--- config.mk ---
export PLATFORM = sky130hd
export DESIGN_NAME = mwin_xlate
export DESIGN_NICKNAME = d
export VERILOG_FILES = /design/src/rtl/mwin_pkg.sv /design/src/rtl/mwin_regfile.sv /design/src/rtl/mwin_match.sv /design/src/rtl/mwin_prio.sv /design/src/rtl/mwin_xlate.sv
export SDC_FILE = /design/constraint.sdc
export NUM_CORES = 1
export LEC_CHECK = 0
export ABC_AREA = 1
export CAP_MARGIN = 20
export CORE_MARGIN = 3
export CORE_UTILIZATION = 60
export DETAILED_ROUTE_END_ITERATION = 8
export PLACE_DENSITY = 0.8
export SLEW_MARGIN = 15
export SYNTH_ARGS = -nofsm -noshare
export SYNTH_HDL_FRONTEND = slang
export SYNTH_HIERARCHICAL = 1
export SYNTH_SLANG_ARGS = --single-unit
--- constraint.sdc ---
create_clock -name clk -period 4.4 [get_ports clk]
set_input_delay 0.44 -clock clk [delete_from_list [all_inputs] [get_ports clk]]
set_output_delay 0.44 -clock clk [all_outputs]
set_load 0.02 [all_outputs]
--- src/rtl/mwin_pkg.sv ---
package mwin_pkg;

  localparam int WIN_STRIDE_LOG2 = 4;
  localparam int CTRL_EN_BIT     = 0;
  localparam int CTRL_TGT_LSB    = 4;
  localparam int CTRL_ATTR_LSB   = 8;

  typedef enum logic [1:0] {
    SLOT_CTRL  = 2'd0,
    SLOT_BASE  = 2'd1,
    SLOT_REMAP = 2'd2,
    SLOT_NONE  = 2'd3
  } slot_e;

  function automatic slot_e slot_of(input logic [WIN_STRIDE_LOG2-1:0] off);
    case (off)
      4'h0:    return SLOT_CTRL;
      4'h4:    return SLOT_BASE;
      4'hC:    return SLOT_REMAP;
      default: return SLOT_NONE;
    endcase
  endfunction

endpackage

--- src/rtl/mwin_regfile.sv ---
module mwin_regfile #(
  parameter int NUM_WIN   = 6,
  parameter int ADDR_W    = 32,
  parameter int GRAN_BITS = 16,
  parameter int TGT_W     = 4,
  parameter int ATTR_W    = 8,
  parameter int CFG_AW    = 8,
  localparam int HI_W     = ADDR_W - GRAN_BITS,
  localparam int WSEL_W   = CFG_AW - mwin_pkg::WIN_STRIDE_LOG2
) (
  input  logic                          clk,
  input  logic                          rst_n,
  input  logic                          cfg_we,
  input  logic [CFG_AW-1:0]             cfg_addr,
  input  logic [ADDR_W-1:0]             cfg_wdata,
  output logic [NUM_WIN-1:0]            win_en,
  output logic [NUM_WIN-1:0][TGT_W-1:0] win_tgt,
  output logic [NUM_WIN-1:0][ATTR_W-1:0] win_attr,
  output logic [NUM_WIN-1:0][HI_W-1:0]  win_mask,
  output logic [NUM_WIN-1:0][HI_W-1:0]  win_base,
  output logic [NUM_WIN-1:0][HI_W-1:0]  win_remap
);
  import mwin_pkg::*;

  logic [WSEL_W-1:0] wsel;
  slot_e             slot;
  logic              unused_wbits;

  assign wsel = cfg_addr[CFG_AW-1:WIN_STRIDE_LOG2];
  assign slot = slot_of(cfg_addr[WIN_STRIDE_LOG2-1:0]);
  assign unused_wbits = ^cfg_wdata;

  for (genvar w = 0; w < NUM_WIN; w++) begin : g_win
    logic              sel;
    logic              ld_ctrl, ld_base, ld_remap;
    logic              en_d;
    logic [TGT_W-1:0]  tgt_d;
    logic [ATTR_W-1:0] attr_d;
    logic [HI_W-1:0]   mask_d, base_d, remap_d;

    assign sel = cfg_we && (wsel == WSEL_W'(w));

    always_comb begin
      ld_ctrl  = sel && (slot == SLOT_CTRL);
      ld_base  = sel && (slot == SLOT_BASE);
      ld_remap = sel && (slot == SLOT_REMAP);
      en_d     = cfg_wdata[CTRL_EN_BIT];
      tgt_d    = cfg_wdata[CTRL_TGT_LSB +: TGT_W];
      attr_d   = cfg_wdata[CTRL_ATTR_LSB +: ATTR_W];
      mask_d   = cfg_wdata[ADDR_W-1:GRAN_BITS];
      base_d   = cfg_wdata[ADDR_W-1:GRAN_BITS];
      remap_d  = cfg_wdata[ADDR_W-1:GRAN_BITS];
    end

    always_ff @(posedge clk or negedge rst_n) begin
      if (!rst_n) begin
        win_en[w]   <= 1'b0;
        win_tgt[w]  <= '0;
        win_attr[w] <= '0;
        win_mask[w] <= '0;
      end else if (ld_ctrl) begin
        win_en[w]   <= en_d;
        win_tgt[w]  <= tgt_d;
        win_attr[w] <= attr_d;
        win_mask[w] <= mask_d;
      end
    end

    always_ff @(posedge clk or negedge rst_n) begin
      if (!rst_n) begin
        win_base[w] <= '0;
      end else if (ld_base) begin
        win_base[w] <= base_d;
      end
    end

    always_ff @(posedge clk or negedge rst_n) begin
      if (!rst_n) begin
        win_remap[w] <= '0;
      end else if (ld_remap) begin
        win_remap[w] <= remap_d;
      end
    end
  end

endmodule

--- src/rtl/mwin_match.sv ---
module mwin_match #(
  parameter int NUM_WIN = 6,
  parameter int HI_W    = 16
) (
  input  logic [HI_W-1:0]              addr_hi,
  input  logic [NUM_WIN-1:0]           win_en,
  input  logic [NUM_WIN-1:0][HI_W-1:0] win_mask,
  input  logic [NUM_WIN-1:0][HI_W-1:0] win_base,
  output logic [NUM_WIN-1:0]           hit_vec
);

  for (genvar w = 0; w < NUM_WIN; w++) begin : g_cmp
    logic [HI_W-1:0] fixed_bits;
    assign fixed_bits = addr_hi & ~win_mask[w];
    assign hit_vec[w] = win_en[w] && (fixed_bits == win_base[w]);
  end

endmodule

--- src/rtl/mwin_prio.sv ---
module mwin_prio #(
  parameter int NUM_WIN = 6,
  localparam int IDX_W  = $clog2(NUM_WIN)
) (
  input  logic [NUM_WIN-1:0] hit_vec,
  output logic               any_hit,
  output logic [IDX_W-1:0]   win_idx
);

  always_comb begin
    any_hit = |hit_vec;
    win_idx = '0;
    for (int i = NUM_WIN - 1; i >= 0; i--) begin
      if (hit_vec[i]) win_idx = IDX_W'(i);
    end
  end

endmodule

--- src/rtl/mwin_xlate.sv ---
module mwin_xlate #(
  parameter int NUM_WIN   = 6,
  parameter int ADDR_W    = 32,
  parameter int GRAN_BITS = 16,
  parameter int TGT_W     = 4,
  parameter int ATTR_W    = 8,
  parameter int CFG_AW    = 8,
  localparam int HI_W     = ADDR_W - GRAN_BITS,
  localparam int IDX_W    = $clog2(NUM_WIN)
) (
  input  logic              clk,
  input  logic              rst_n,
  input  logic              cfg_we,
  input  logic [CFG_AW-1:0] cfg_addr,
  input  logic [ADDR_W-1:0] cfg_wdata,
  input  logic              req_valid,
  input  logic [ADDR_W-1:0] req_addr,
  output logic              rsp_valid,
  output logic              rsp_hit,
  output logic              rsp_miss,
  output logic [IDX_W-1:0]  rsp_win,
  output logic [TGT_W-1:0]  rsp_target,
  output logic [ATTR_W-1:0] rsp_attr,
  output logic [ADDR_W-1:0] rsp_addr
);

  logic [NUM_WIN-1:0]             win_en;
  logic [NUM_WIN-1:0][TGT_W-1:0]  win_tgt;
  logic [NUM_WIN-1:0][ATTR_W-1:0] win_attr;
  logic [NUM_WIN-1:0][HI_W-1:0]   win_mask, win_base, win_remap;
  logic [NUM_WIN-1:0]             hit_vec;
  logic                           any_hit;
  logic [IDX_W-1:0]               win_idx;
  logic [HI_W-1:0]                addr_hi, mask_s, remap_s, xl_hi;

  logic              valid_d, hit_d, miss_d;
  logic [IDX_W-1:0]  win_d;
  logic [TGT_W-1:0]  tgt_d;
  logic [ATTR_W-1:0] attr_d;
  logic [ADDR_W-1:0] addr_d;

  mwin_regfile #(
    .NUM_WIN(NUM_WIN), .ADDR_W(ADDR_W), .GRAN_BITS(GRAN_BITS),
    .TGT_W(TGT_W), .ATTR_W(ATTR_W), .CFG_AW(CFG_AW)
  ) u_regs (
    .clk(clk), .rst_n(rst_n), .cfg_we(cfg_we), .cfg_addr(cfg_addr),
    .cfg_wdata(cfg_wdata), .win_en(win_en), .win_tgt(win_tgt),
    .win_attr(win_attr), .win_mask(win_mask), .win_base(win_base),
    .win_remap(win_remap)
  );

  assign addr_hi = req_addr[ADDR_W-1:GRAN_BITS];

  mwin_match #(.NUM_WIN(NUM_WIN), .HI_W(HI_W)) u_match (
    .addr_hi(addr_hi), .win_en(win_en), .win_mask(win_mask),
    .win_base(win_base), .hit_vec(hit_vec)
  );

  mwin_prio #(.NUM_WIN(NUM_WIN)) u_prio (
    .hit_vec(hit_vec), .any_hit(any_hit), .win_idx(win_idx)
  );

  // next-state of the result stage
  always_comb begin
    mask_s  = win_mask[win_idx];
    remap_s = win_remap[win_idx];
    xl_hi   = (remap_s & ~mask_s) | (addr_hi & mask_s);
    valid_d = req_valid;
    hit_d   = req_valid && any_hit;
    miss_d  = req_valid && !any_hit;
    if (any_hit) begin
      win_d  = win_idx;
      tgt_d  = win_tgt[win_idx];
      attr_d = win_attr[win_idx];
      addr_d = {xl_hi, req_addr[GRAN_BITS-1:0]};
    end else begin
      win_d  = '0;
      tgt_d  = '0;
      attr_d = '0;
      addr_d = req_addr;
    end
  end

  always_ff @(posedge clk or negedge rst_n) begin
    if (!rst_n) begin
      rsp_valid <= 1'b0;
      rsp_hit   <= 1'b0;
      rsp_miss  <= 1'b0;
    end else begin
      rsp_valid <= valid_d;
      rsp_hit   <= hit_d;
      rsp_miss  <= miss_d;
    end
  end

  always_ff @(posedge clk or negedge rst_n) begin
    if (!rst_n) begin
      rsp_win    <= '0;
      rsp_target <= '0;
      rsp_attr   <= '0;
      rsp_addr   <= '0;
    end else if (req_valid) begin
      rsp_win    <= win_d;
      rsp_target <= tgt_d;
      rsp_attr   <= attr_d;
      rsp_addr   <= addr_d;
    end
  end

endmodule

==> results.txt <==
setup slack, reg-to-reg = 0.82 ns
CTS sink cnt = 416
# setup viols final = 0
drt initial violations = 2539
DIE AREA = 0.0390 sq mm
grt ovf = 0
Seq/Total Area, Yosys = 47.4%
Final Hold Violating Endpoints = 50
Syn-to-layout area delta = 13.7%
hold_ws = -0.0488 ns
fin. max-slew vios = 0
delay-heaviest family, CP = simple AND/OR/NAND/NOR gates
CP Buf/Inv Count = 4
Vias = 21400
vias in the first global route = 20600
P_leak = 13.6 nW
max_slew headroom = 22.5%
cts bufs inserted = 46
Die Span X = 197 um
CTS tree = done
Total Routing Usage GR = 36.4%
period utilization = 89.9%
Max Clock Skew = 0.0159 ns
Syn Nets = 3259
Die Ht = 197 um
total power = 8.86 mW
Synth Instances = 3183
fin nets = 3307
gpl congestion = 0.949
CP dominant cell by count = nand2_1
Crit. End Element = flip-flop
post-CTS resize count = 0
fmax = 253 MHz
CTS H-tree lvls = 2
post-layout utilization of the core = 69.8%
status = complete, but fails checks
Worst-Margin Slew = 1.16 ns
Reg clk slew, reported paths = 0.05 ns
Final ANT Viol Nets = 0
core area = 0.0358 sq mm
Mapped Area = 0.0220 sq mm
# IOs = 126
Synth Register Bits = 416
CTS max path bufs = 3
Synth warnings = 6
Worst Reg2Reg Path Length in Cells = 20
RSZ-0062 raised after global routing = no
CP max stage delay = 0.87 ns
capture point of the worst reg-to-reg path = rsp_addr[30]$_DFFE_PN0P_
CP max stage cell = clkdlybuf4s50_1
# port buffers = 122
CP Max Fanout = 16
Yosys cell types = 29
Final min period = 3.96 ns
setup repair bufs after CTS = 0
Crit path depth = 20
Post-DP HPWL = 46100 um
share of post-route cells with drive strength above 1 = 5.24%
Clock Latency Late Sink = 0.59 ns
largest net degree at the start of global routing = 118
Via density = 5.75
worst setup path start = req_addr[28]
initial core utilization = 61.3%
reg-to-reg startpoint = u_regs/win_mask[81]$_DFFE_PN0P_
cells along the critical path = clkdlybuf4s50_1 > inv_1 > nor2_1 > nand2_1 > nand2_1 > nor2_1 > nand3_1 > nor2_1 > nor2_2 > nand3_2 > nor2_2 > nand2_2 > inv_2 > nand3_1 > nand2_1 > inv_1 > nand2_1 > nand2_1 > nand3_1 > nand2_1
FP Rows = 69
total wire length = 71000 um
cts hold-fix bufs = 0
clk root buf = clkbuf_16
syn_area_per_cell = 6.90 sq um
total iterations of the first detailed-routing run = 6
initial antenna violation count = 1
CP startpoint kind = input pin
critical path arrival = 4.41 ns
wire length per cell = 19.1 um
failing checks = hold timing
Required @ worst endpoint = 4.85 ns
Post-Route Setup TNS = 0 ns
Critical Path Sink = rsp_addr[30]$_DFFE_PN0P_
type of the tightest min-delay check = input pin to asynchronous set/reset pin
fillers = 2912
Diodes inserted = 0
maxcap violations = 0
CP Class = input pin to flip-flop
pwr/cell area = 354 mW/mm^2
# DRC = 0
VDD IR max = 0.276 mV
first-pass GRT wire length = 111000 um
## layout make-up
| class | count | area (sq um) | share of cell area [%] |
|---|---|---|---|
| Clock buffer | 68 | 1330 | 5.31 |
| Clock inverter | 14 | 145 | 0.581 |
| Inverter | 341 | 1290 | 5.15 |
| Multi-Input combinational cell | 2237 | 9400 | 37.6 |
| Sequential cell | 416 | 10400 | 41.7 |
| Tap cell | 461 | 577 | 2.31 |
| Timing Repair Buffer | 189 | 1840 | 7.37 |
## through the flow
step | setup WS, ns | cell area (sq um) | cells
after floorplan | 2.08 | 22000 | 3183
after global placement | 0.227 | 23500 | 3640
after detailed placement | 0.152 | 23500 | 3641
after CTS | 0.750 | 24900 | 3723
after global routing | 0.417 | 25000 | 3726
final | 0.444 | 25000 | 3726
## sequential cells by signal (all words and copies together), names as in the netlist
signal and cells:
rsp_addr 32, rsp_attr 8, rsp_hit 1, rsp_miss 1
rsp_target 4, rsp_valid 1, rsp_win 3, u_regs/win_attr 48
u_regs/win_base 96, u_regs/win_en 6, u_regs/win_mask 96, u_regs/win_remap 96
u_regs/win_tgt 24
## where the power goes
part           switching [mW]  total, mW  internal [mW]
clock                    1.57       3.82           2.26
sequential              0.132       4.15           4.01
combinational           0.585      0.889          0.304
## Yosys cell counts
library cell / count / area (sq um)
nor2_2: 6 / 37.5
nand2_1: 1447 / 5430
nor3_2: 8 / 80.1
inv_2: 9 / 33.8
nand3_2: 2 / 20.0
nor3_1: 24 / 120
xor2_1: 5 / 43.8
xnor2_1: 2 / 17.5
nand3_1: 389 / 1950
inv_1: 330 / 1240
o22ai_1: 8 / 50.1
a21oi_1: 50 / 250
nand3b_1: 12 / 90.1
nor2_4: 4 / 45.0
buf_4: 13 / 97.6
buf_1: 1 / 3.75
nor2_1: 186 / 698
buf_6: 8 / 90.1
o21ai_1: 22 / 110
nand4_1: 7 / 43.8
o21ai_0: 44 / 220
o21bai_1: 15 / 113
a21boi_1: 1 / 7.51
dfrtp_1: 416 / 10400
buf_2: 78 / 390
nand2_2: 1 / 6.26
clkbuf_1: 89 / 334
a21boi_0: 4 / 30.0
inv_4: 2 / 12.5
## worst min path at each step
stage,start,end,cells past startpoint
6_report,rst_n,u_regs/win_base[94]$_DFFE_PN0P_,1
4_1_cts,rst_n,u_regs/win_base[94]$_DFFE_PN0P_,1
3_5_place_dp,u_regs/win_tgt[13]$_DFFE_PN0P_,u_regs/win_tgt[13]$_DFFE_PN0P_,2
3_3_place_gp,u_regs/win_attr[13]$_DFFE_PN0P_,u_regs/win_attr[13]$_DFFE_PN0P_,2
5_1_grt,rst_n,u_regs/win_base[73]$_DFFE_PN0P_,1
2_1_floorplan,rst_n,rsp_addr[0]$_DFFE_PN0P_,0
## kinds of logic after synthesis
family	synth area share, %
and+or+nand+nor	38.8
buffers and inverters	10.0
DFF	47.4
AOI/OAI and AO/OA	3.55
xor gates and xnor gates	0.279
## layout by cell type, fill, tap and decap left out
cell	instances
nand4_1	7
nor3_1	23
nand2_2	1
clkinv_2	11
clkbuf_1	16
nand2_1	1447
nor3_2	9
buf_12	7
a21boi_0	4
inv_1	330
o21ai_1	22
nor2_1	183
buf_6	1
nand3_1	389
o21bai_1	15
buf_4	56
nand3b_1	12
xor2_1	5
a21boi_1	1
bufinv_16	3
dfrtp_1	416
buf_8	4
o21ai_0	44
nor2_2	6
xnor2_1	2
a21oi_1	49
o22ai_1	8
inv_4	3
inv_2	8
clkdlybuf4s50_1	121
a21oi_4	1
clkbuf_8	3
clkbuf_16	49
nor2_4	7
nand3_2	2
## metal layers
metal,vias to the layer above,wire [um],global-route usage (%)
li1,9813,-,-
met4,2,2940,17.9
met1,10100,27600,49.2
met2,1294,32700,56.9
met3,211,7830,6.84
met5,-,13,0
(Power assumes the default switching activity.)
